==> src/rtl/rcs_pkg.sv <==
package rcs_pkg;
  typedef enum logic [1:0] {
    OP_NOP   = 2'd0,
    OP_ACT   = 2'd1,
    OP_DEACT = 2'd2,
    OP_PRE   = 2'd3
  } cmd_op_e;

  typedef enum logic [2:0] {
    S_IDLE,
    S_RAS_SRC,
    S_GAP,
    S_RAS_DST,
    S_RP
  } seq_state_e;
endpackage

==> src/rtl/rcs_subarray_chk.sv <==
module rcs_subarray_chk #(
  parameter int ROW_W = 16,
  parameter int SA_W  = 6
) (
  input  logic [ROW_W-1:0] src_row,
  input  logic [ROW_W-1:0] dst_row,
  output logic             same_sa
);
  localparam int SA_LSB = ROW_W - SA_W;

  logic [SA_W-1:0] src_sa;
  logic [SA_W-1:0] dst_sa;

  assign src_sa  = src_row[ROW_W-1:SA_LSB];
  assign dst_sa  = dst_row[ROW_W-1:SA_LSB];
  assign same_sa = (src_sa == dst_sa);
endmodule

==> src/rtl/rcs_timer.sv <==
module rcs_timer #(
  parameter int TW = 8
) (
  input  logic          clk,
  input  logic          rst,
  input  logic          load,
  input  logic [TW-1:0] load_val,
  output logic          last
);
  logic [TW-1:0] cnt;

  always_ff @(posedge clk) begin
    if (rst) begin
      cnt <= '0;
    end else if (load) begin
      cnt <= (load_val == '0) ? TW'(1) : load_val;
    end else if (cnt != '0) begin
      cnt <= cnt - TW'(1);
    end
  end

  assign last = (cnt == TW'(1));

  AST_TMR_ZERO_CLAMP: assert property (@(posedge clk) disable iff (rst)
    load |=> (cnt != '0));
endmodule

==> src/rtl/rcs_fsm.sv <==
module rcs_fsm
  import rcs_pkg::*;
#(
  parameter int BANK_W = 3,
  parameter int ROW_W  = 16,
  parameter int TW     = 8
) (
  input  logic              clk,
  input  logic              rst,
  input  logic              req_valid,
  output logic              req_ready,
  input  logic [BANK_W-1:0] req_bank,
  input  logic [ROW_W-1:0]  req_src_row,
  input  logic [ROW_W-1:0]  req_dst_row,
  input  logic              same_sa,
  input  logic [TW-1:0]     cfg_t_ras,
  input  logic [TW-1:0]     cfg_t_gap,
  input  logic [TW-1:0]     cfg_t_rp,
  input  logic              tmr_last,
  output logic              tmr_load,
  output logic [TW-1:0]     tmr_val,
  output logic              cmd_valid,
  output logic [1:0]        cmd_op,
  output logic [BANK_W-1:0] cmd_bank,
  output logic [ROW_W-1:0]  cmd_row,
  output logic              rsp_valid,
  output logic              rsp_err
);
  seq_state_e        state;
  cmd_op_e           op_q;
  logic [ROW_W-1:0]  src_q;
  logic [ROW_W-1:0]  dst_q;
  logic              accept;

  assign req_ready = (state == S_IDLE);
  assign accept    = req_valid && req_ready;
  assign cmd_op    = op_q;

  always_comb begin
    tmr_load = 1'b0;
    tmr_val  = cfg_t_ras;
    unique case (state)
      S_IDLE:    begin tmr_load = req_valid && same_sa; tmr_val = cfg_t_ras; end
      S_RAS_SRC: begin tmr_load = tmr_last;             tmr_val = cfg_t_gap; end
      S_GAP:     begin tmr_load = tmr_last;             tmr_val = cfg_t_ras; end
      S_RAS_DST: begin tmr_load = tmr_last;             tmr_val = cfg_t_rp;  end
      default:   begin tmr_load = 1'b0;                 tmr_val = cfg_t_ras; end
    endcase
  end

  always_ff @(posedge clk) begin
    if (rst) begin
      state     <= S_IDLE;
      op_q      <= OP_NOP;
      cmd_valid <= 1'b0;
      cmd_bank  <= '0;
      cmd_row   <= '0;
      src_q     <= '0;
      dst_q     <= '0;
      rsp_valid <= 1'b0;
      rsp_err   <= 1'b0;
    end else begin
      cmd_valid <= 1'b0;
      op_q      <= OP_NOP;
      rsp_valid <= 1'b0;
      rsp_err   <= 1'b0;
      unique case (state)
        S_IDLE: begin
          if (accept) begin
            if (same_sa) begin
              cmd_valid <= 1'b1;
              op_q      <= OP_ACT;
              cmd_bank  <= req_bank;
              cmd_row   <= req_src_row;
              src_q     <= req_src_row;
              dst_q     <= req_dst_row;
              state     <= S_RAS_SRC;
            end else begin
              rsp_valid <= 1'b1;
              rsp_err   <= 1'b1;
            end
          end
        end
        S_RAS_SRC: begin
          if (tmr_last) begin
            cmd_valid <= 1'b1;
            op_q      <= OP_DEACT;
            cmd_row   <= src_q;
            state     <= S_GAP;
          end
        end
        S_GAP: begin
          if (tmr_last) begin
            cmd_valid <= 1'b1;
            op_q      <= OP_ACT;
            cmd_row   <= dst_q;
            state     <= S_RAS_DST;
          end
        end
        S_RAS_DST: begin
          if (tmr_last) begin
            cmd_valid <= 1'b1;
            op_q      <= OP_PRE;
            cmd_row   <= dst_q;
            state     <= S_RP;
          end
        end
        S_RP: begin
          if (tmr_last) begin
            rsp_valid <= 1'b1;
            state     <= S_IDLE;
          end
        end
        default: state <= S_IDLE;
      endcase
    end
  end

  AST_START_OPENS_SRC: assert property (@(posedge clk) disable iff (rst)
    (accept && same_sa) |=> (cmd_valid && cmd_op == 2'd1 && cmd_row == $past(req_src_row)));
  AST_REJECT_SILENT: assert property (@(posedge clk) disable iff (rst)
    (accept && !same_sa) |=> (rsp_valid && rsp_err && !cmd_valid));
  AST_BUSY_NO_READY: assert property (@(posedge clk) disable iff (rst)
    cmd_valid |-> !req_ready);
  AST_DONE_CLEAN: assert property (@(posedge clk) disable iff (rst)
    (rsp_valid && !rsp_err) |-> (req_ready && !cmd_valid));
  AST_OP_LEGAL: assert property (@(posedge clk) disable iff (rst)
    cmd_valid |-> (cmd_op != 2'd0));
endmodule

==> src/rtl/row_copy_seq.sv <==
module row_copy_seq #(
  parameter int BANK_W = 3,
  parameter int ROW_W  = 16,
  parameter int SA_W   = 6,
  parameter int TW     = 8
) (
  input  logic              clk,
  input  logic              rst,
  input  logic              req_valid,
  output logic              req_ready,
  input  logic [BANK_W-1:0] req_bank,
  input  logic [ROW_W-1:0]  req_src_row,
  input  logic [ROW_W-1:0]  req_dst_row,
  input  logic [TW-1:0]     cfg_t_ras,
  input  logic [TW-1:0]     cfg_t_gap,
  input  logic [TW-1:0]     cfg_t_rp,
  output logic              cmd_valid,
  output logic [1:0]        cmd_op,
  output logic [BANK_W-1:0] cmd_bank,
  output logic [ROW_W-1:0]  cmd_row,
  output logic              rsp_valid,
  output logic              rsp_err
);
  logic          same_sa;
  logic          tmr_load;
  logic          tmr_last;
  logic [TW-1:0] tmr_val;

  rcs_subarray_chk #(.ROW_W(ROW_W), .SA_W(SA_W)) u_chk (
    .src_row (req_src_row),
    .dst_row (req_dst_row),
    .same_sa (same_sa)
  );

  rcs_timer #(.TW(TW)) u_tmr (
    .clk      (clk),
    .rst      (rst),
    .load     (tmr_load),
    .load_val (tmr_val),
    .last     (tmr_last)
  );

  rcs_fsm #(.BANK_W(BANK_W), .ROW_W(ROW_W), .TW(TW)) u_fsm (
    .clk         (clk),
    .rst         (rst),
    .req_valid   (req_valid),
    .req_ready   (req_ready),
    .req_bank    (req_bank),
    .req_src_row (req_src_row),
    .req_dst_row (req_dst_row),
    .same_sa     (same_sa),
    .cfg_t_ras   (cfg_t_ras),
    .cfg_t_gap   (cfg_t_gap),
    .cfg_t_rp    (cfg_t_rp),
    .tmr_last    (tmr_last),
    .tmr_load    (tmr_load),
    .tmr_val     (tmr_val),
    .cmd_valid   (cmd_valid),
    .cmd_op      (cmd_op),
    .cmd_bank    (cmd_bank),
    .cmd_row     (cmd_row),
    .rsp_valid   (rsp_valid),
    .rsp_err     (rsp_err)
  );
endmodule

==> config.mk <==
export PLATFORM = sky130hd
export DESIGN_NAME = row_copy_seq
export DESIGN_NICKNAME = d
export VERILOG_FILES = /design/src/rtl/rcs_pkg.sv /design/src/rtl/rcs_subarray_chk.sv /design/src/rtl/rcs_timer.sv /design/src/rtl/rcs_fsm.sv /design/src/rtl/row_copy_seq.sv
export SDC_FILE = /design/constraint.sdc
export NUM_CORES = 1
export LEC_CHECK = 0
export BUFFER_PORTS_ARGS = -buffer_cell sky130_fd_sc_hd__buf_2
export CAP_MARGIN = 5
export CORE_MARGIN = 4
export CORE_UTILIZATION = 50
export DETAILED_ROUTE_END_ITERATION = 12
export GPL_ROUTABILITY_DRIVEN = 0
export GPL_TIMING_DRIVEN = 0
export PLACE_DENSITY = 0.82
export SLEW_MARGIN = 20
export SYNTH_ARGS = -nofsm -noshare
export SYNTH_HDL_FRONTEND = slang
export SYNTH_HIERARCHICAL = 1
export SYNTH_SLANG_ARGS = --single-unit
==> constraint.sdc <==
create_clock -name clk -period 3.6 [get_ports clk]
set_clock_uncertainty 0.15 [all_clocks]
set_input_delay 0.36 -clock clk [delete_from_list [all_inputs] [get_ports clk]]
set_output_delay 0.36 -clock clk [all_outputs]
set_load 0.02 [all_outputs]
[Word-level counts from Yosys, hierarchy flattened]
Index checks and enable logic that the tools add are counted.
Cells by class
  reductions and logical operators: 13
  $add $sub $neg: 1
  multiplexer cells: 30
  eq/ne operators: 13
  bitwise gates (word level): 1
Operator list (number)
  16-bit two-way mux: 4
  16-bit case mux with 3 select lines: 1
  8-bit two-way mux: 3
  3-bit two-way mux: 6
  8-bit case mux with 2 select lines: 1
  3-bit case mux with 5 select lines: 1
  2-bit inequality test (second input constant): 6
  8-bit by 1-bit equality test with 1-bit output (second input constant): 1
  8-bit zero test: 1
  2-bit case mux with 4 select lines: 1
  8-bit nonzero test: 1
  8-bit by 1-bit subtractor with 8-bit output (second input constant): 1
  1-bit two-way mux: 7
  3-bit by 2-bit equality test with 1-bit output (second input constant): 2
  6-bit equality test: 1
  2-bit two-way mux: 3
  1-bit case mux with 2 select lines: 3
  6-bit AND reduction: 1
  5-bit AND reduction: 1
  2-bit OR reduction: 2
  3-bit by 1-bit equality test with 1-bit output (second input constant): 1
  3-bit equality test (second input constant): 1
  3-bit zero test: 1
  3-bit AND reduction: 1
  other kinds (6): 7
Word-level totals
  output and inout port bits: 25
  flip-flop bits (word level): 67
  logic and storage cells: 68

[Longest topological paths before layout]
  depth in word-level cells: 5
  depth in mapped cells: 12

[Modules after synthesis]
Netlist, hierarchy kept.
Modules (own cells, without submodules)
  rcs_fsm: times used 1, cells an instance 335, seq. area each 1181.1 µm², area each 2874.0 µm²
  rcs_timer: times used 1, cells an instance 57, seq. area each 160.2 µm², area each 496.7 µm²
  rcs_subarray_chk: times used 1, cells an instance 8, seq. area each 0.0 µm², area each 68.8 µm²

[Least setup slack after synthesis]
Ideal clock, no wire load.
  path kind: reg-to-reg
  start: register u_tmr.cnt[2]
  end: register u_tmr.cnt[5]
  arrival: 2.352 ns
  period minus slack after synthesis: 2.587 ns
  path buffers: 3
  cell stages (with the launch flop): 12
  setup time: 0.086 ns
  setup slack: 1.013 ns
  required time: 3.364 ns
  path through: dfxtp_1 -> nor4_1 -> and3_2 -> o21ai_0 -> a21o_1 -> buf_2 -> buf_6 -> inv_1 -> buf_4 -> clkinv_1 -> a21o_2 -> a211oi_1
On the way
  cells in the longest elaborated chain, start to end: 3
  elaborated cells on any way between the ends: 7
  classes of those cells: 1 x add/sub; 1 x eq/ne; 3 x mux; 2 x reduce/logical
RTL lines
  from (decl): RTL line rcs_timer.sv:10  | logic [TW-1:0] cnt;
  from (signal assigned): RTL line rcs_timer.sv:16  | cnt <= (load_val == '0) ? TW'(1) : load_val;
  from (signal assigned): RTL line rcs_timer.sv:18  | cnt <= cnt - TW'(1);
  8-bit by 1-bit equality test with 1-bit output *: RTL line rcs_timer.sv:22  | assign last = (cnt == TW'(1));
  via tmr_last: RTL line row_copy_seq.sv:26  | logic tmr_last;
  1-bit case mux with 2 select lines *: RTL line rcs_fsm.sv:42  | unique case (state)
  via tmr_load: RTL line row_copy_seq.sv:25  | logic tmr_load;
  8-bit two-way mux / 2-bit nonzero test (equally long branches)
The timed path passes the listed nets; every way through them passes the cells marked *. The select of a mux whose other input is x is not followed.
A chain may end at the register's enable or synchronous reset.

[Worst setup path after layout]
  start: register u_tmr.cnt[2]
  end: register u_tmr.cnt[6]
The elaborated chain is that of the path after synthesis.

==> flow_metrics.py <==
metrics = {
    "grt": {
        "grt_util_all_layers_pct": 22.9,
        "grt_antenna_before_repair": 0,
        "grt_first_pass_wirelength_um": 15400,
        "grt_pass1_vias": 3256,
        "grt_remaining_overflow": 0,
        "grt_max_degree": 13,
    },
    "routing": {
        "dr_total_vias": 3377,
        "dr.pass1.iters": 5,
        "viasPerCell": 5.83,
        "first_iter_violations": 311,
        "drt-wirelength-per-cell_um": 16.4,
        "route.final.wire_length_um": 9490,
        "detail_route.drc_violations": 0,
        "antenna_left": 0,
    },
    "synthesis": {
        "synth_cells": 400,
        "synthDistinctLibCells": 46,
        "yosys_most_used_dff": "sky130_fd_sc_hd__dfxtp_1",
        "synth.cell_area_mm2": 0.00344,
        "count_of_flip_flops_with_a_built_in_enable_after_synthesis": 0,
        "netlist.top_cell.by_area": "sky130_fd_sc_hd__dfxtp_1",
        "synthMostInstantiatedCell": "sky130_fd_sc_hd__dfxtp_1",
        "synth_largest_type_area_fraction_pct": 39.0,
        "synth_seq_area_share_pct": 39.0,
        "synth_seq_cells": 67,
        "synth.net_count": 465,
        "synth_common_cells": "sky130_fd_sc_hd__dfxtp_1 (67), sky130_fd_sc_hd__a21oi_1 (38), sky130_fd_sc_hd__nand3_1 (36)",
        "yosys_warnings": 6,
        "syn_avg_cell_area_um2": 8.60,
        "synthArstFlopShare_pct": 0,
        "synth_area_leaders": "sky130_fd_sc_hd__dfxtp_1 (39%), sky130_fd_sc_hd__mux2i_1 (7.3%), sky130_fd_sc_hd__a21oi_1 (5.5%)",
    },
    "sta": {
        "slew_viol_final": 0,
        "period_minus_slack_ns": 3.00,
        "max_slew.worst_pin.slew_ns": 0.567,
        "finalSetupViolCount": 0,
        "totalNegativeSetupSlack_ns": 0,
        "fmaxAchievable_ghz": 0.334,
        "setup_repair_after_global_routing_missed_its_margin": "false",
        "final_hold_viol_count": 0,
        "period_share_pct": 83.3,
        "maxSlewHeadroom_pct": 62.2,
        "final_critical_path_setup_slack_ns": 0.603,
    },
    "die": {
        "die_h_um": 90.9,
        "start_util_pct": 52.7,
        "design.die.area_mm2": 0.00827,
        "core-area_mm2": 0.00653,
        "die_x_um": 90.9,
        "row_count": 29,
        "io_pins": 87,
    },
    "worst_setup_path": {
        "worst_path_max_delay_cell": "sky130_fd_sc_hd__dfxtp_1",
        "path_cells": "nor4_1 > and3_2 > o21ai_0 > a21o_1 > buf_2 > buf_6 > inv_1 > buf_4 > clkinv_1 > a21o_2 > a211oi_1",
        "path_class": "flop to flop",
        "crit_buf_inv": 5,
        "worstSetupEndpointType": "flop",
        "worstPathMaxFanout": 10,
        "worst_path_dominant_cell_family": "compound AO/OA/AOI/OAI gates",
        "peak_per_stage_delay_on_the_critical_path_ns": 0.35,
        "start_kind": "flop",
        "cp.arrival_ns": 3.10,
        "cp_data_required_time_ns": 3.70,
    },
    "power": {
        "swShare_pct": 29.1,
        "intPower_mw": 1.26,
        "power.switching_mw": 0.520,
        "clockPowerShare_pct": 34.4,
        "powerDensity_mw_per_mm2": 429,
        "power.leakage_nw": 1.71,
        "comb_power_share_pct": 20.3,
        "irDropWorstVdd_mv": 0.217,
        "total_power_draw_mw": 1.78,
        "sequentialPowerShare_pct": 45.3,
    },
    "clocking": {
        "htree_depth": 3,
        "cts_tree": "done",
        "postCtsSetupBuffers": 0,
        "clk_pin_slew_worst_paths_ns": 0.08,
        "clkSinkCount": 67,
        "cts_hold_buf": 0,
        "cts_repair_resize_count": 0,
        "cts_root_buffer": "sky130_fd_sc_hd__clkbuf_8",
        "cts-root-to-sink-buffers": 2,
        "clkLatencyLatePin_ns": 0.35,
        "numCtsBuffers": 9,
    },
    "final_layout": {
        "nFillCells": 585,
        "finish.net_count": 562,
        "antenna-diode-count": 0,
        "areaGrowthSynthToFinish_pct": 20.9,
        "drive_gt1_share_pct": 28.9,
    },
    "placed_design": {
        "pre_cts_ws_ns": 0.472,
        "port_buffers": 86,
        "dp_hpwl_um": 7000,
    },
    "hold_path": {
        "min-delay-path-class": "input pin to flop",
    },
    "status": {
        "run_status": "finished clean",
    },
    "run": {
        "drv.max_cap_violation_count": 0,
    },
}
## worst reg2reg max path: cells and delay by family (launching register included)
family	cells	cell delay (ns)
flip-flops	1	0.35
buffers and inverters	5	0.88
AND/OR/NAND/NOR	2	0.68
AO/OA/AOI/OAI	4	0.87
## final timing paths
kind | depth (start not counted) | from | slack [ns] | end
worst max-delay path | 11 | u_tmr/cnt[2]$_SDFFE_PP0P_ | 0.60 | u_tmr/cnt[6]$_SDFFE_PP0P_
worst min-delay path | 3 | req_dst_row[6] | 0.10 | u_fsm/dst_q[6]$_SDFFE_PP0P_
worst max register to register | 11 | u_tmr/cnt[2]$_SDFFE_PP0P_ | 0.60 | u_tmr/cnt[6]$_SDFFE_PP0P_
worst min register to register | 2 | u_fsm/cmd_row[0]$_SDFFE_PP0P_ | 0.31 | u_fsm/cmd_row[0]$_SDFFE_PP0P_
## cell usage in the layout, fill, tap and decap left out, types with 2 or more instances in the layout
cell type                     n
sky130_fd_sc_hd__a2111oi_2    2
sky130_fd_sc_hd__nand2b_1    21
sky130_fd_sc_hd__buf_6        4
sky130_fd_sc_hd__clkinvlp_4   2
sky130_fd_sc_hd__clkinv_2     4
sky130_fd_sc_hd__o21ai_0     35
sky130_fd_sc_hd__buf_2       94
sky130_fd_sc_hd__o2111ai_1   16
sky130_fd_sc_hd__nand2_1     32
sky130_fd_sc_hd__clkbuf_8     9
sky130_fd_sc_hd__nand3_1     36
sky130_fd_sc_hd__buf_4        2
sky130_fd_sc_hd__o21ai_1      9
sky130_fd_sc_hd__nor3b_1      2
sky130_fd_sc_hd__ha_1         3
sky130_fd_sc_hd__or3b_2      13
sky130_fd_sc_hd__dfxtp_1     67
sky130_fd_sc_hd__nor4_1       3
sky130_fd_sc_hd__xnor2_1      6
sky130_fd_sc_hd__a21oi_1     38
sky130_fd_sc_hd__nor3b_2      2
sky130_fd_sc_hd__xor2_1       7
sky130_fd_sc_hd__nor3_1       5
sky130_fd_sc_hd__buf_8        2
sky130_fd_sc_hd__clkbuf_1    21
sky130_fd_sc_hd__a211oi_1     4
sky130_fd_sc_hd__mux2i_1     25
sky130_fd_sc_hd__inv_1        4
sky130_fd_sc_hd__nor2_1      11
sky130_fd_sc_hd__mux2_2       3
## through the flow
stage	hold WS (ns)	util (%)	instances	instance area (um^2)
3_3_place_gp	0.294	60.7	563	3970
2_1_floorplan	0.286	-	400	3440
5_1_grt	0.0949	63.7	579	4160
3_5_place_dp	0.301	60.7	563	3970
4_1_cts	0.0867	63.7	579	4160
6_report	0.102	63.7	579	4160
## flip-flops by register name, indices dropped and copies added (netlist names)
| signal | cells |
|---|---|
| u_fsm/cmd_bank | 3 |
| u_fsm/cmd_op | 2 |
| u_fsm/cmd_row | 16 |
| u_fsm/cmd_valid | 1 |
| u_fsm/dst_q | 16 |
| u_fsm/rsp_err | 1 |
| u_fsm/rsp_valid | 1 |
| u_fsm/src_q | 16 |
| u_fsm/state | 3 |
| u_tmr/cnt | 8 |
## power groups by stage
stage	Combinational [mW]	Clock [mW]	Sequential, mW
floorplan	0.259	0	0.824
global placement	0.346	0	0.824
detailed placement	0.357	0	0.826
CTS	0.360	0.623	0.808
global route	0.406	0.657	0.814
finish	0.362	0.614	0.809
## per-layer routing
metal  up-vias  GRT usage [%]  wire [um]
met2       127           38.7       4690
met4         0           10.7        248
met5         -              0          0
met3        23           3.72        486
met1      1587           28.6       4070
li1       1640              -          -
## logic make-up (layout without fill, tap and decap cells)
logic type	after synthesis	count (layout)	synth area share, %
fa+ha+maj	3	3	1.09
compound gates	112	112	19.9
xor+xnor	13	13	3.31
simple gates	134	134	21.7
flops	67	67	39.0
buf+inv	43	145	6.77
mux	28	28	8.26
## cell type report
| type | instances | area, um^2 | share of cell area [%] |
|---|---|---|---|
| inverters | 6 | 23.8 | 0.572 |
| well taps | 77 | 96.3 | 2.32 |
| repair buffers | 86 | 430 | 10.3 |
| flip-flops and latches | 67 | 1340 | 32.3 |
| plain buffers | 37 | 209 | 5.02 |
| multi-input cells | 290 | 1870 | 44.9 |
| clock inverters | 7 | 68.8 | 1.65 |
| clock buffers | 9 | 124 | 2.98 |
(Power assumes the default switching activity.)
